File: config.mk
export PLATFORM = sky130hd
export DESIGN_NAME = quad_dac_spi_if
export DESIGN_NICKNAME = d
export VERILOG_FILES = /design/src/rtl/quad_dac_pkg.sv /design/src/rtl/spi_sync.sv /design/src/rtl/spi_frame_shifter.sv /design/src/rtl/dac_regfile.sv /design/src/rtl/quad_dac_spi_if.sv
export SDC_FILE = /design/constraint.sdc
export NUM_CORES = 1
export LEC_CHECK = 0
export ABC_AREA = 1
export BUFFER_PORTS_ARGS = -buffer_cell sky130_fd_sc_hd__buf_2
export CAP_MARGIN = 5
export CORE_UTILIZATION = 56
export DETAILED_ROUTE_END_ITERATION = 8
export PLACE_DENSITY = 0.84
export SLEW_MARGIN = 20
export SYNTH_ARGS = -nofsm -noshare
export SYNTH_HDL_FRONTEND = slang
export SYNTH_SLANG_ARGS = --single-unit
File: constraint.sdc
create_clock -name clk -period 2.3 [get_ports clk]
set_clock_uncertainty 0.15 [all_clocks]
set_input_delay 0.345 -clock clk [delete_from_list [all_inputs] [get_ports clk]]
set_output_delay 0.345 -clock clk [all_outputs]
set_load 0.05 [all_outputs]
File: src/rtl/quad_dac_pkg.sv
`timescale 1ns/1ps
package quad_dac_pkg;
   localparam int DW         = 16;
   localparam int FRAME_BITS = 24;
   localparam int AW         = 5;
   localparam int SEL_W      = 3;
   localparam int CW         = DW - SEL_W;

   typedef enum logic [SEL_W-1:0] {
      SUB_SLEW   = 3'd0,
      SUB_MAIN   = 3'd1,
      SUB_DACCTL = 3'd2,
      SUB_DCDC   = 3'd3,
      SUB_SOFT   = 3'd4
   } ctl_sel_e;

   // write groups: address bits 4:2
   localparam logic [2:0] WGRP_DATA = 3'b000;
   localparam logic [2:0] WGRP_GAIN = 3'b010;
   localparam logic [2:0] WGRP_OFFS = 3'b100;
   localparam logic [2:0] WGRP_CTRL = 3'b111;

   // read groups: address bits 4:2
   localparam logic [2:0] RGRP_DATA = 3'd0;
   localparam logic [2:0] RGRP_CTRL = 3'd1;
   localparam logic [2:0] RGRP_GAIN = 3'd2;
   localparam logic [2:0] RGRP_OFFS = 3'd3;
   localparam logic [2:0] RGRP_SLEW = 3'd5;
   localparam logic [2:0] RGRP_GLOB = 3'd6;

   localparam logic [1:0] RGLB_MAIN = 2'd1;
   localparam logic [1:0] RGLB_DCDC = 2'd2;

   localparam logic [FRAME_BITS-1:0] NOP_FRAME = 24'h1CE000;
endpackage

File: src/rtl/spi_sync.sv
`timescale 1ns/1ps
module spi_sync #(
   parameter int         W       = 3,
   parameter int         STAGES  = 2,
   parameter logic [W-1:0] RST_VAL = '0
) (
   input  logic         clk,
   input  logic         rst_n,
   input  logic [W-1:0] din,
   output logic [W-1:0] dout
);
   logic [W-1:0] pipe [STAGES];

   for (genvar s = 0; s < STAGES; s++) begin : g_stage
      always_ff @(posedge clk or negedge rst_n) begin
         if (!rst_n)      pipe[s] <= RST_VAL;
         else if (s == 0) pipe[s] <= din;
         else             pipe[s] <= pipe[(s == 0) ? 0 : s-1];
      end
   end

   assign dout = pipe[STAGES-1];
endmodule

File: src/rtl/spi_frame_shifter.sv
`timescale 1ns/1ps
module spi_frame_shifter
   import quad_dac_pkg::*;
#(
   parameter int SYNC_STAGES = 2
) (
   input  logic                  clk,
   input  logic                  rst_n,
   input  logic                  spi_sclk,
   input  logic                  spi_cs_n,
   input  logic                  spi_mosi,
   input  logic [DW-1:0]         ret_word,
   output logic                  spi_miso,
   output logic                  spi_miso_oe,
   output logic                  frame_valid,
   output logic [FRAME_BITS-1:0] frame_o
);
   localparam int CNT_W = $clog2(FRAME_BITS + 2);
   localparam logic [CNT_W-1:0] CNT_MAX  = '1;
   localparam logic [CNT_W-1:0] CNT_FULL = CNT_W'(FRAME_BITS);
   localparam int PAD_W = FRAME_BITS - DW;

   logic [2:0] sync_v;
   logic sclk_s, cs_s, mosi_s, sclk_q, cs_q;
   logic sclk_rise, sclk_fall, cs_rise, cs_fall;
   logic [FRAME_BITS-1:0] rx_sr, tx_sr;
   logic [CNT_W-1:0] bit_cnt;

   spi_sync #(.W(3), .STAGES(SYNC_STAGES), .RST_VAL(3'b010)) u_sync (
      .clk  (clk),
      .rst_n(rst_n),
      .din  ({spi_sclk, spi_cs_n, spi_mosi}),
      .dout (sync_v)
   );
   assign {sclk_s, cs_s, mosi_s} = sync_v;

   always_ff @(posedge clk or negedge rst_n) begin
      if (!rst_n) begin
         sclk_q <= 1'b0;
         cs_q   <= 1'b1;
      end else begin
         sclk_q <= sclk_s;
         cs_q   <= cs_s;
      end
   end

   assign sclk_rise = sclk_s & ~sclk_q;
   assign sclk_fall = ~sclk_s & sclk_q;
   assign cs_rise   = cs_s & ~cs_q;
   assign cs_fall   = ~cs_s & cs_q;

   always_ff @(posedge clk or negedge rst_n) begin
      if (!rst_n) begin
         rx_sr       <= '0;
         tx_sr       <= '0;
         bit_cnt     <= '0;
         frame_valid <= 1'b0;
         frame_o     <= '0;
      end else begin
         frame_valid <= 1'b0;
         if (cs_fall) begin
            bit_cnt <= '0;
            tx_sr   <= {{PAD_W{1'b0}}, ret_word};
         end else if (!cs_s) begin
            if (sclk_rise) begin
               rx_sr <= {rx_sr[FRAME_BITS-2:0], mosi_s};
               if (bit_cnt != CNT_MAX) bit_cnt <= bit_cnt + 1'b1;
            end
            if (sclk_fall) tx_sr <= {tx_sr[FRAME_BITS-2:0], 1'b0};
         end
         if (cs_rise && bit_cnt == CNT_FULL) begin
            frame_valid <= 1'b1;
            frame_o     <= rx_sr;
         end
      end
   end

   assign spi_miso    = tx_sr[FRAME_BITS-1];
   assign spi_miso_oe = ~cs_s;

   // a commit follows only a synchronized chip-select rise
   p_commit_on_cs_rise_r6: assert property (@(posedge clk) disable iff (!rst_n)
      frame_valid |-> ($past(cs_s) && !$past(cs_s, 2)));
   // return shifter is frozen while deselected
   p_tx_hold_idle_r8: assert property (@(posedge clk) disable iff (!rst_n)
      cs_s |=> $stable(tx_sr));
endmodule

File: src/rtl/dac_regfile.sv
`timescale 1ns/1ps
module dac_regfile
   import quad_dac_pkg::*;
#(
   parameter int          NCH          = 4,
   parameter logic [DW-1:0] OFFSET_RESET = 16'h8000
) (
   input  logic                  clk,
   input  logic                  rst_n,
   input  logic                  frame_valid,
   input  logic [FRAME_BITS-1:0] frame,
   output logic [DW-1:0]         ret_word,
   output logic [NCH*DW-1:0]     data_o,
   output logic [NCH*DW-1:0]     gain_o,
   output logic [NCH*DW-1:0]     offs_o,
   output logic [NCH*CW-1:0]     slew_o,
   output logic [NCH*CW-1:0]     dctl_o,
   output logic [CW-1:0]         main_o,
   output logic [CW-1:0]         dcdc_o,
   output logic                  sw_strobe,
   output logic [CW-1:0]         sw_word
);
   logic            rd_f, wr_v, ctl_wr;
   logic [AW-1:0]   addr;
   logic [2:0]      grp;
   logic [1:0]      chn;
   logic [DW-1:0]   wd;
   logic [SEL_W-1:0] sel;
   logic [CW-1:0]   pay;
   logic [DW-1:0]   rd_val;
   logic            nop_seen;

   assign rd_f   = frame[FRAME_BITS-1];
   assign addr   = frame[DW+AW-1:DW];
   assign wd     = frame[DW-1:0];
   assign grp    = addr[4:2];
   assign chn    = addr[1:0];
   assign sel    = wd[DW-1:CW];
   assign pay    = wd[CW-1:0];
   assign wr_v   = frame_valid & ~rd_f;
   assign ctl_wr = wr_v && grp == WGRP_CTRL;
   assign nop_seen = frame_valid && frame == NOP_FRAME;

   for (genvar g = 0; g < NCH; g++) begin : g_ch
      logic hit;
      logic [DW-1:0] data_q, gain_q, offs_q;
      logic [CW-1:0] slew_q, dctl_q;
      assign hit = wr_v && chn == 2'(g);
      always_ff @(posedge clk or negedge rst_n) begin
         if (!rst_n) begin
            data_q <= '0;
            gain_q <= '0;
            offs_q <= OFFSET_RESET;
            slew_q <= '0;
            dctl_q <= '0;
         end else if (hit) begin
            case (grp)
               WGRP_DATA: data_q <= wd;
               WGRP_GAIN: gain_q <= wd;
               WGRP_OFFS: offs_q <= wd;
               WGRP_CTRL: begin
                  if (sel == SUB_SLEW)   slew_q <= pay;
                  if (sel == SUB_DACCTL) dctl_q <= pay;
               end
               default: ;
            endcase
         end
      end
      assign data_o[g*DW +: DW] = data_q;
      assign gain_o[g*DW +: DW] = gain_q;
      assign offs_o[g*DW +: DW] = offs_q;
      assign slew_o[g*CW +: CW] = slew_q;
      assign dctl_o[g*CW +: CW] = dctl_q;
   end

   always_comb begin
      rd_val = '0;
      for (int g = 0; g < NCH; g++) begin
         if (chn == 2'(g)) begin
            case (grp)
               RGRP_DATA: rd_val = data_o[g*DW +: DW];
               RGRP_CTRL: rd_val = DW'(dctl_o[g*CW +: CW]);
               RGRP_GAIN: rd_val = gain_o[g*DW +: DW];
               RGRP_OFFS: rd_val = offs_o[g*DW +: DW];
               RGRP_SLEW: rd_val = DW'(slew_o[g*CW +: CW]);
               default: ;
            endcase
         end
      end
      if (grp == RGRP_GLOB) begin
         if (chn == RGLB_MAIN) rd_val = DW'(main_o);
         if (chn == RGLB_DCDC) rd_val = DW'(dcdc_o);
      end
   end

   always_ff @(posedge clk or negedge rst_n) begin
      if (!rst_n) begin
         main_o    <= '0;
         dcdc_o    <= '0;
         sw_strobe <= 1'b0;
         sw_word   <= '0;
         ret_word  <= '0;
      end else begin
         sw_strobe <= ctl_wr && sel == SUB_SOFT;
         if (ctl_wr && sel == SUB_MAIN) main_o  <= pay;
         if (ctl_wr && sel == SUB_DCDC) dcdc_o  <= pay;
         if (ctl_wr && sel == SUB_SOFT) sw_word <= pay;
         if (frame_valid) ret_word <= rd_f ? rd_val : '0;
      end
   end

   // a read request never alters stored words
   p_read_no_write_r4: assert property (@(posedge clk) disable iff (!rst_n)
      (frame_valid && rd_f) |=> ($stable(data_o) && $stable(gain_o) && $stable(offs_o)
                                 && $stable(slew_o) && $stable(dctl_o)));
   // a committed write leaves nothing pending for return
   p_write_clears_ret_r4: assert property (@(posedge clk) disable iff (!rst_n)
      wr_v |=> ret_word == '0);
   // registers move only on a committed frame
   p_idle_hold_r6: assert property (@(posedge clk) disable iff (!rst_n)
      !frame_valid |=> ($stable(data_o) && $stable(offs_o) && $stable(main_o) && $stable(ret_word)));
   // the filler frame is inert
   p_nop_inert_r7: assert property (@(posedge clk) disable iff (!rst_n)
      nop_seen |=> ($stable(data_o) && $stable(slew_o) && $stable(dctl_o)
                    && $stable(main_o) && $stable(dcdc_o) && !sw_strobe));
   // software pulse lasts one clock
   p_sw_single_r3: assert property (@(posedge clk) disable iff (!rst_n)
      sw_strobe |=> !sw_strobe);
endmodule

File: src/rtl/quad_dac_spi_if.sv
`timescale 1ns/1ps
module quad_dac_spi_if
   import quad_dac_pkg::*;
#(
   parameter int          NCH          = 4,
   parameter int          SYNC_STAGES  = 2,
   parameter logic [15:0] OFFSET_RESET = 16'h8000
) (
   input  logic              clk,
   input  logic              rst_n,
   input  logic              spi_sclk,
   input  logic              spi_cs_n,
   input  logic              spi_mosi,
   output logic              spi_miso,
   output logic              spi_miso_oe,
   output logic [NCH*16-1:0] ch_data_o,
   output logic [NCH*16-1:0] ch_gain_o,
   output logic [NCH*16-1:0] ch_offset_o,
   output logic [NCH*13-1:0] ch_slew_o,
   output logic [NCH*13-1:0] ch_dacctl_o,
   output logic [12:0]       main_ctl_o,
   output logic [12:0]       dcdc_ctl_o,
   output logic              sw_strobe_o,
   output logic [12:0]       sw_word_o
);
   if (NCH < 1 || NCH > 4) begin : g_bad_nch
      $error("NCH must lie in 1..4, channel select is two address bits");
   end
   if (SYNC_STAGES < 2) begin : g_bad_sync
      $error("SYNC_STAGES must be at least 2");
   end

   logic                  frame_valid;
   logic [FRAME_BITS-1:0] frame;
   logic [DW-1:0]         ret_word;

   spi_frame_shifter #(.SYNC_STAGES(SYNC_STAGES)) u_shift (
      .clk        (clk),
      .rst_n      (rst_n),
      .spi_sclk   (spi_sclk),
      .spi_cs_n   (spi_cs_n),
      .spi_mosi   (spi_mosi),
      .ret_word   (ret_word),
      .spi_miso   (spi_miso),
      .spi_miso_oe(spi_miso_oe),
      .frame_valid(frame_valid),
      .frame_o    (frame)
   );

   dac_regfile #(.NCH(NCH), .OFFSET_RESET(OFFSET_RESET)) u_regs (
      .clk        (clk),
      .rst_n      (rst_n),
      .frame_valid(frame_valid),
      .frame      (frame),
      .ret_word   (ret_word),
      .data_o     (ch_data_o),
      .gain_o     (ch_gain_o),
      .offs_o     (ch_offset_o),
      .slew_o     (ch_slew_o),
      .dctl_o     (ch_dacctl_o),
      .main_o     (main_ctl_o),
      .dcdc_o     (dcdc_ctl_o),
      .sw_strobe  (sw_strobe_o),
      .sw_word    (sw_word_o)
   );
endmodule

==> results of run 1 <==
[kinds of logic after synthesis]
logic type | after synthesis | share of synthesized area [%]
compound gates | 481 | 12.8
fa+ha+maj | 3 | 0.195
buf+inv | 312 | 6.52
flops | 436 | 56.8
simple gates | 1108 | 23.7
[power groups by stage]
stage / clock network, mW / logic [mW] / registers (mW)
after detailed placement: 0 / 0.389 / 7.97
final: 7.21 / 0.393 / 7.84
after global routing: 7.55 / 0.452 / 7.84
after global placement: 0 / 0.373 / 7.97
after floorplan: 0 / 0.153 / 7.96
after CTS: 7.22 / 0.399 / 7.84
[final cells by class]
class | instances | area, sq um
clock buffers | 69 | 1340
clock inverters | 12 | 114
fillers | 2701 | 10400
inverters | 147 | 554
multi-input cells | 1592 | 7050
flip-flops and latches | 436 | 10900
well taps | 448 | 561
repair buffers | 434 | 2650
[flip-flops by register name, summed over array words and instances (netlist names)]
register             flops
u_regs.ret_word         16
u_regs.g_ch.data_q      64
u_shift.bit_cnt          5
u_shift.u_sync.pipe      3
u_regs.g_ch.slew_q      52
u_shift.sclk_q           1
u_regs.g_ch.dctl_q      52
u_regs.sw_word          13
u_shift.frame_valid      1
u_regs.g_ch.gain_q      64
u_shift.rx_sr           24
u_regs.g_ch.offs_q      64
u_shift.frame_o         22
u_shift.cs_q             1
u_regs.dcdc_o           13
u_regs.sw_strobe         1
u_shift.u_sync.dout      3
u_regs.main_o           13
u_shift.tx_sr           24
[timing repair]
action | CTS | global route
hold buffers | 4 | 0
setup endpoints to repair | 0 | 49
hold endpoints to repair | 46 | 0
resized for setup | 0 | 4
[routing by layer]
metal,global-route usage (%),vias up,share of wire [%]
met5,0,-,0
met4,18.3,0,5.1
met3,7.17,219,11
met2,59.7,1281,46
met1,52.3,8746,38
li1,-,8192,-
[worst register-to-register path: stages, from the launching register on]
cell     delay [ns]
dfrtp_2        0.49
inv_2          0.17
buf_4          0.33
nand4_1        0.13
nand2_1        0.11
inv_1          0.05
nand3_1        0.08
nand2_1        0.07
nand2_1        0.23
nand2_1        0.08
nand2_1        0.13
nand2_1        0.07
nand2_1        0.07
[per-stage QoR]
| step | instance area [sq um] | hold WS [ns] | util (%) | setup slack (ns) | power [mW] |
|---|---|---|---|---|---|
| floorplan | 19200 | -0.101 | - | 0.474 | 8.11 |
| global placement | 21700 | 0.185 | 64.5 | 0.0663 | 8.34 |
| detailed placement | 21700 | 0.181 | 64.5 | 0.0441 | 8.36 |
| CTS | 23200 | 0.207 | 69.0 | 0.0349 | 15.5 |
| global route | 23200 | 0.215 | 69.0 | 0.00247 | 15.8 |
| finish | 23200 | 0.190 | 69.0 | 0.0730 | 15.4 |
[worst max path at each step]
| stage | from | slack (ns) | to | cells past startpoint |
|---|---|---|---|---|
| after floorplan | u_shift.u_sync.dout[1]$_DFF_PN1_ | 0.47 | u_shift.tx_sr[10]$_DFFE_PN0P_ | 6 |
| after global placement | u_shift.frame_o[16]$_DFFE_PN0P_ | 0.07 | u_regs.ret_word[9]$_DFFE_PN0P_ | 9 |
| after detailed placement | u_shift.frame_o[16]$_DFFE_PN0P_ | 0.04 | u_regs.ret_word[9]$_DFFE_PN0P_ | 9 |
| after CTS | u_shift.frame_o[16]$_DFFE_PN0P_ | 0.03 | u_regs.ret_word[9]$_DFFE_PN0P_ | 9 |
| after global routing | u_shift.frame_o[20]$_DFFE_PN0P_ | 0.002 | u_regs.ret_word[9]$_DFFE_PN0P_ | 12 |
| final | u_shift.frame_o[19]$_DFFE_PN0P_ | 0.07 | u_regs.ret_word[9]$_DFFE_PN0P_ | 12 |
[layout by cell type (no fill, tap or decap), types with 47 or more instances in the layout]
master and instances:
o21ai_1 49, nand3_1 94, a21oi_1 47, dfrtp_1 426
nor2_1 125, nand4_1 52, nand2_1 811, inv_1 135
o21ai_0 348, buf_4 69, buf_2 341
==> out/metrics.yaml, run 1 <==
syn_area_per_cell_sq_um: 8.21
synth-edff-count: 0
p_clk_share_pct: 46.7
peakVddDrop_mv: 0.718
synth_area_sq_mm: 0.0192
viasPerCell: 5.88
fin_crit_ns: 2.23
power_density_mw_per_mm2: 666
max_stage_delay_ns: 0.49
core_region_area_sq_mm: 0.0336
clk_path_buf_depth: 3
htreeDepth: 2
combPwrFrac_pct: 2.5
end_kind: "flop"
slowest_stage: "dfrtp_2"
placed_cells: 3053
crit_top_cell: "nand2_1"
power_switching_mw: 3.34
dr.pass1.iters: 6
die_h_microns: 187
gr-total-overflow: 0
hold_viol: 0
cts_setup_buffers: 0
seqPwrFrac_pct: 50.8
worstPathRequired_ns: 2.63
max_freq_mhz: 449
root_buffer: "clkbuf_16"
synthCells: 2340
drcViolationCount: 0
cts_buffers: 45
rsz0062_at_grt: "false"
wl_per_cell_microns: 21.4
insertion_delay_ns: 0.55
num-nets-final: 2664
ys_ff_latch: 436
die_w_microns: 187
timing.final.crit_share_pct: 96.8
worstPathCellList: "inv_2 -> buf_4 -> nand4_1 -> nand2_1 -> inv_1 -> nand3_1 -> nand2_1 -> nand2_1 -> nand2_1 -> nand2_1 -> nand2_1 -> nand2_1"
synth_most_common_cell: "nand2_1"
globalRouteTotalUtil_pct: 38.4
ys_seq_area_share_pct: 56.8
die-area_sq_mm: 0.0351
synth_nets: 2348
ys_warn_count: 0
critPathLaunchType: "flop"
yosys.area.top_type: "dfrtp_1"
maxCapViolCount: 0
hpwl_microns: 46300
grt_start_max_net_pins: 58
tightest_slew_ns: 0.720
grt_pass1_wl_microns: 103000
syn_to_final_growth_pct: 20.7
sw_frac_of_total_pct: 21.6
crit_type: "flop to flop"
status: "complete, no violations"
diodes: 0
critPathBufInv: 3
ys.flop_type: "dfrtp_1"
numPortBuffers: 342
p_int_mw: 12.1
first_global_vias: 17600
ios: 343
vias: 18400
critical_path.top_delay_family: "simple AND/OR/NAND/NOR gates"
synth_cell_types: 33
rows: 67
cts_tree: "done"
hp-class: "primary input to async pin"
slew_headroom_pct: 51.9
wl_microns: 67200
drt_iter0_markers: 2326
p_leak_nw: 11.8
synth_top_area_share_pct: 55.8
yosys-top-cells-area: "dfrtp_1, nand2_1, o21ai_0"
start_util_pct: 57.2
tns_ns: 0
finalSetupViolCount: 0
path_max_fanout: 26
ys_top_cells_by_count: "nand2_1, dfrtp_1, o21ai_0"
r2r_end: "u_regs.ret_word[9]$_DFFE_PN0P_"
timing.rr.start: "u_shift.frame_o[19]$_DFFE_PN0P_"
r2r_cells: 12
ant_nets: 0
antenna_found_initial: 0
gp_congestion: 0.990
drive_gt1_share_pct: 20.3
fin_cells: 3138
synthArstFlopShare_pct: 100
r2r_slack_ns: 0.07
drv_slew: 0
cts_sinks: 436
clkTransAtPathRegs_ns: 0.06
arrival_ns: 2.56
No activity file was read; power rests on OpenSTA's default activity.
==> run 2, diff against run 1 <==
--- a/config.mk
+++ b/config.mk
@@ -10,8 +10,9 @@
 export CAP_MARGIN = 5
 export CORE_UTILIZATION = 56
 export DETAILED_ROUTE_END_ITERATION = 8
-export PLACE_DENSITY = 0.84
+export PLACE_DENSITY = 0.78
 export SLEW_MARGIN = 20
 export SYNTH_ARGS = -nofsm -noshare
 export SYNTH_HDL_FRONTEND = slang
+export SYNTH_HIERARCHICAL = 1
 export SYNTH_SLANG_ARGS = --single-unit
==> run 2 against run 1 <==
Effect of this change:
- core utilization grew 0.80 points
- synthesized cell count rose by 0.98%
- via count up 1.0%
- power up 5.2%
- combinational power increased by 7.9%
- sequential power barely moved
==> out/metrics.yaml, run 2 <==
synth_nets: 2371  # was 2348
worstPathCellList: "nor2_2 -> buf_4 -> nand3_1 -> nand2_1 -> inv_1 -> nand3_1 -> nand2_1 -> nand2_1 -> nand2_1 -> nand2_1 -> nand2_1 -> nand2_1"  # was inv_2 -> buf_4 -> nand4_1 -> nand2_1 -> inv_1 -> nand3_1 -> nand2_1 -> nand2_1 -> nand2_1 -> nand2_1 -> nand2_1 -> nand2_1
rsz0062_at_grt: "true"  # was false
critPathLaunchType: "flop"  # unchanged
max_stage_delay_ns: 0.49  # about the same
sw_frac_of_total_pct: 21.2  # was 21.6%
worstPathRequired_ns: 2.63  # about the same
register_area_sq_mm: 0.0109  # about the same
max_freq_mhz: 443  # was 449 MHz
wl_microns: 67200  # about the same
cts_buffers: 46  # was 45
clk_path_buf_depth: 3  # unchanged
vias: 18600  # was 18400
tns_ns: 0  # unchanged
die-area_sq_mm: 0.0355  # was 0.0351 sq mm
drcViolationCount: 0  # unchanged
multiInputGateArea_sq_mm: 0.00736  # was 0.00705 sq mm
r2r_slack_ns: 0.04  # was 0.07 ns
seqPwrFrac_pct: 48.3  # was 50.8%
synthCells: 2363  # was 2340
layout_common_cells: "nand2_1, dfrtp_1, buf_2, o21ai_0, nor2_1"  # was nand2_1, dfrtp_1, o21ai_0, buf_2, inv_1
drive_gt1_share_pct: 21.2  # was 20.3%
p_clk_share_pct: 49.0  # was 46.7%
hp-class: "primary input to async pin"  # unchanged
ios: 343  # unchanged
r2r_cells: 12  # unchanged
globalRouteTotalUtil_pct: 37.7  # was 38.4%
drt_iter0_markers: 2254  # was 2326
critical_path.top_delay_family: "simple AND/OR/NAND/NOR gates"  # unchanged
grt_start_max_net_pins: 79  # was 58
slew_headroom_pct: 46.3  # was 51.9%
drv_slew: 0  # unchanged
gr-total-overflow: 0  # unchanged
slowest_stage: "dfrtp_1"  # was dfrtp_2
crit_type: "flop to flop"  # unchanged
htreeDepth: 2  # unchanged
dp_slack_ns: 0.158  # was 0.0441 ns
viasPerCell: 5.88  # about the same
p_leak_nw: 12.4  # was 11.8 nW
dr.pass1.iters: 7  # was 6
tightest_slew_ns: 0.804  # was 0.720 ns
gp_congestion: 0.964  # was 0.990
power_switching_mw: 3.45  # was 3.34 mW
die_w_microns: 189  # was 187 microns
diodes: 0  # unchanged
root_buffer: "clkbuf_16"  # unchanged
ant_nets: 0  # unchanged
setup_slack_ns: 0.0427  # was 0.0730 ns
timing.final.crit_share_pct: 98.1  # was 96.8%
arrival_ns: 2.59  # was 2.56 ns
ys_warn_count: 6  # was 0
hold_viol: 0  # unchanged
numPortBuffers: 342  # unchanged
insertion_delay_ns: 0.55  # about the same
rows: 67  # unchanged
finalSetupViolCount: 0  # unchanged
start_util_pct: 57.5  # was 57.2%
syn_area_per_cell_sq_um: 8.24  # was 8.21 sq um
end_kind: "flop"  # unchanged
crit_top_cell: "nand2_1"  # unchanged
grt_pass1_wl_microns: 102000  # was 103000 microns
first_global_vias: 17500  # was 17600
fin_cells: 3167  # was 3138
cts_sinks: 436  # unchanged
fin_crit_ns: 2.26  # was 2.23 ns
die_h_microns: 189  # was 187 microns
p_int_mw: 12.8  # was 12.1 mW
antenna_found_initial: 0  # unchanged
core_region_area_sq_mm: 0.0339  # was 0.0336 sq mm
clkTransAtPathRegs_ns: 0.06  # about the same
status: "complete, no violations"  # unchanged
fin_util_pct: 69.8  # was 69.0%
cts_tree: "done"  # unchanged
maxCapViolCount: 0  # unchanged
wl_per_cell_microns: 21.2  # was 21.4 microns
timing.rr.start: "u_shift/frame_o[19]$_DFFE_PN0P_"  # was u_shift.frame_o[19]$_DFFE_PN0P_
hpwl_microns: 46500  # was 46300 microns
nFillCells: 2709  # was 2701
path_max_fanout: 23  # was 26
combPwrFrac_pct: 2.6  # was 2.5%
critPathBufInv: 2  # was 3
fin_hold_ws_ns: 0.125  # was 0.190 ns
placed_cells: 3078  # was 3053
power_density_mw_per_mm2: 687  # was 666 mW/mm^2
num-nets-final: 2690  # was 2664
peakVddDrop_mv: 0.608  # was 0.718 mV
reg.largest.list: "u_regs/g_ch.data_q x64, u_regs/g_ch.gain_q x64, u_regs/g_ch.offs_q x64"  # was u_regs.g_ch.data_q x64, u_regs.g_ch.gain_q x64, u_regs.g_ch.offs_q x64
r2r_end: "u_regs/ret_word[0]$_DFFE_PN0P_"  # was u_regs.ret_word[9]$_DFFE_PN0P_
final_common_cell: "nand2_1"  # unchanged
synth_area_sq_mm: 0.0195  # was 0.0192 sq mm
syn_to_final_growth_pct: 21.3  # was 20.7%
[run 2: metrics by stage]
step | power [mW] | instance area [sq um]
finish | 16.2 | 23600
global route | 16.7 | 23600
CTS | 16.3 | 23600
detailed placement | 8.41 | 21900
global placement | 8.39 | 21900
floorplan | 8.16 | 19500
[run 2: layout make-up]
class / count / share of cell area, %
clock buffers: 77 / 6.39
clock inverters: 8 / 0.614
inverters: 114 / 1.82
multi-input cells: 1649 / 31.2
flip-flops and latches: 436 / 46.2
well taps: 448 / 2.37
repair buffers: 435 / 11.4
[run 2: worst max-delay path by stage]
stage,to,cells after the start,start
finish,u_regs/ret_word[0]$_DFFE_PN0P_,12,u_shift/frame_o[19]$_DFFE_PN0P_
global route,u_regs/ret_word[4]$_DFFE_PN0P_,14,u_shift/frame_o[19]$_DFFE_PN0P_
detailed placement,u_regs/ret_word[5]$_DFFE_PN0P_,12,u_shift/frame_o[19]$_DFFE_PN0P_
global placement,u_regs/ret_word[4]$_DFFE_PN0P_,14,u_shift/frame_o[19]$_DFFE_PN0P_
floorplan,u_regs/ret_word[0]$_DFFE_PN0P_,14,u_shift/frame_o[19]$_DFFE_PN0P_
CTS,u_regs/g_ch[2].dctl_q[10]$_DFFE_PN0P_,6,u_shift/frame_o[19]$_DFFE_PN0P_
[run 2: power by group through the flow]
stage	combinational [mW]	clock [mW]	sequential [mW]
finish	0.424	7.97	7.85
global route	0.488	8.30	7.86
CTS	0.431	8.01	7.85
detailed placement	0.422	0	7.99
global placement	0.404	0	7.98
floorplan	0.175	0	7.98
[run 2: worst register-to-register path, delay by kind of cell (launching register included)]
family / cells / cell delay, ns
buffers and inverters: 2 / 0.41
flip-flops: 1 / 0.49
AND/OR/NAND/NOR: 10 / 1.14
[run 2: routing by layer]
| metal | track usage [%] | vias up | share of wire [%] |
|---|---|---|---|
| met3 | 8.51 | 220 | 12 |
| met5 | 0 | - | 0 |
| met4 | 15.8 | 0 | 4.4 |
| li1 | - | 8259 | - |
| met2 | 58.2 | 1288 | 45 |
| met1 | 51.5 | 8859 | 39 |
[run 2: repair_timing]
action / 4_1_cts / 5_1_grt
resized for setup: 0 / 2
hold endpoints to repair: 402 / 0
hold buffers: 4 / 0
setup buffers: 0 / 0
endpoints found under the setup margin: 0 / 17
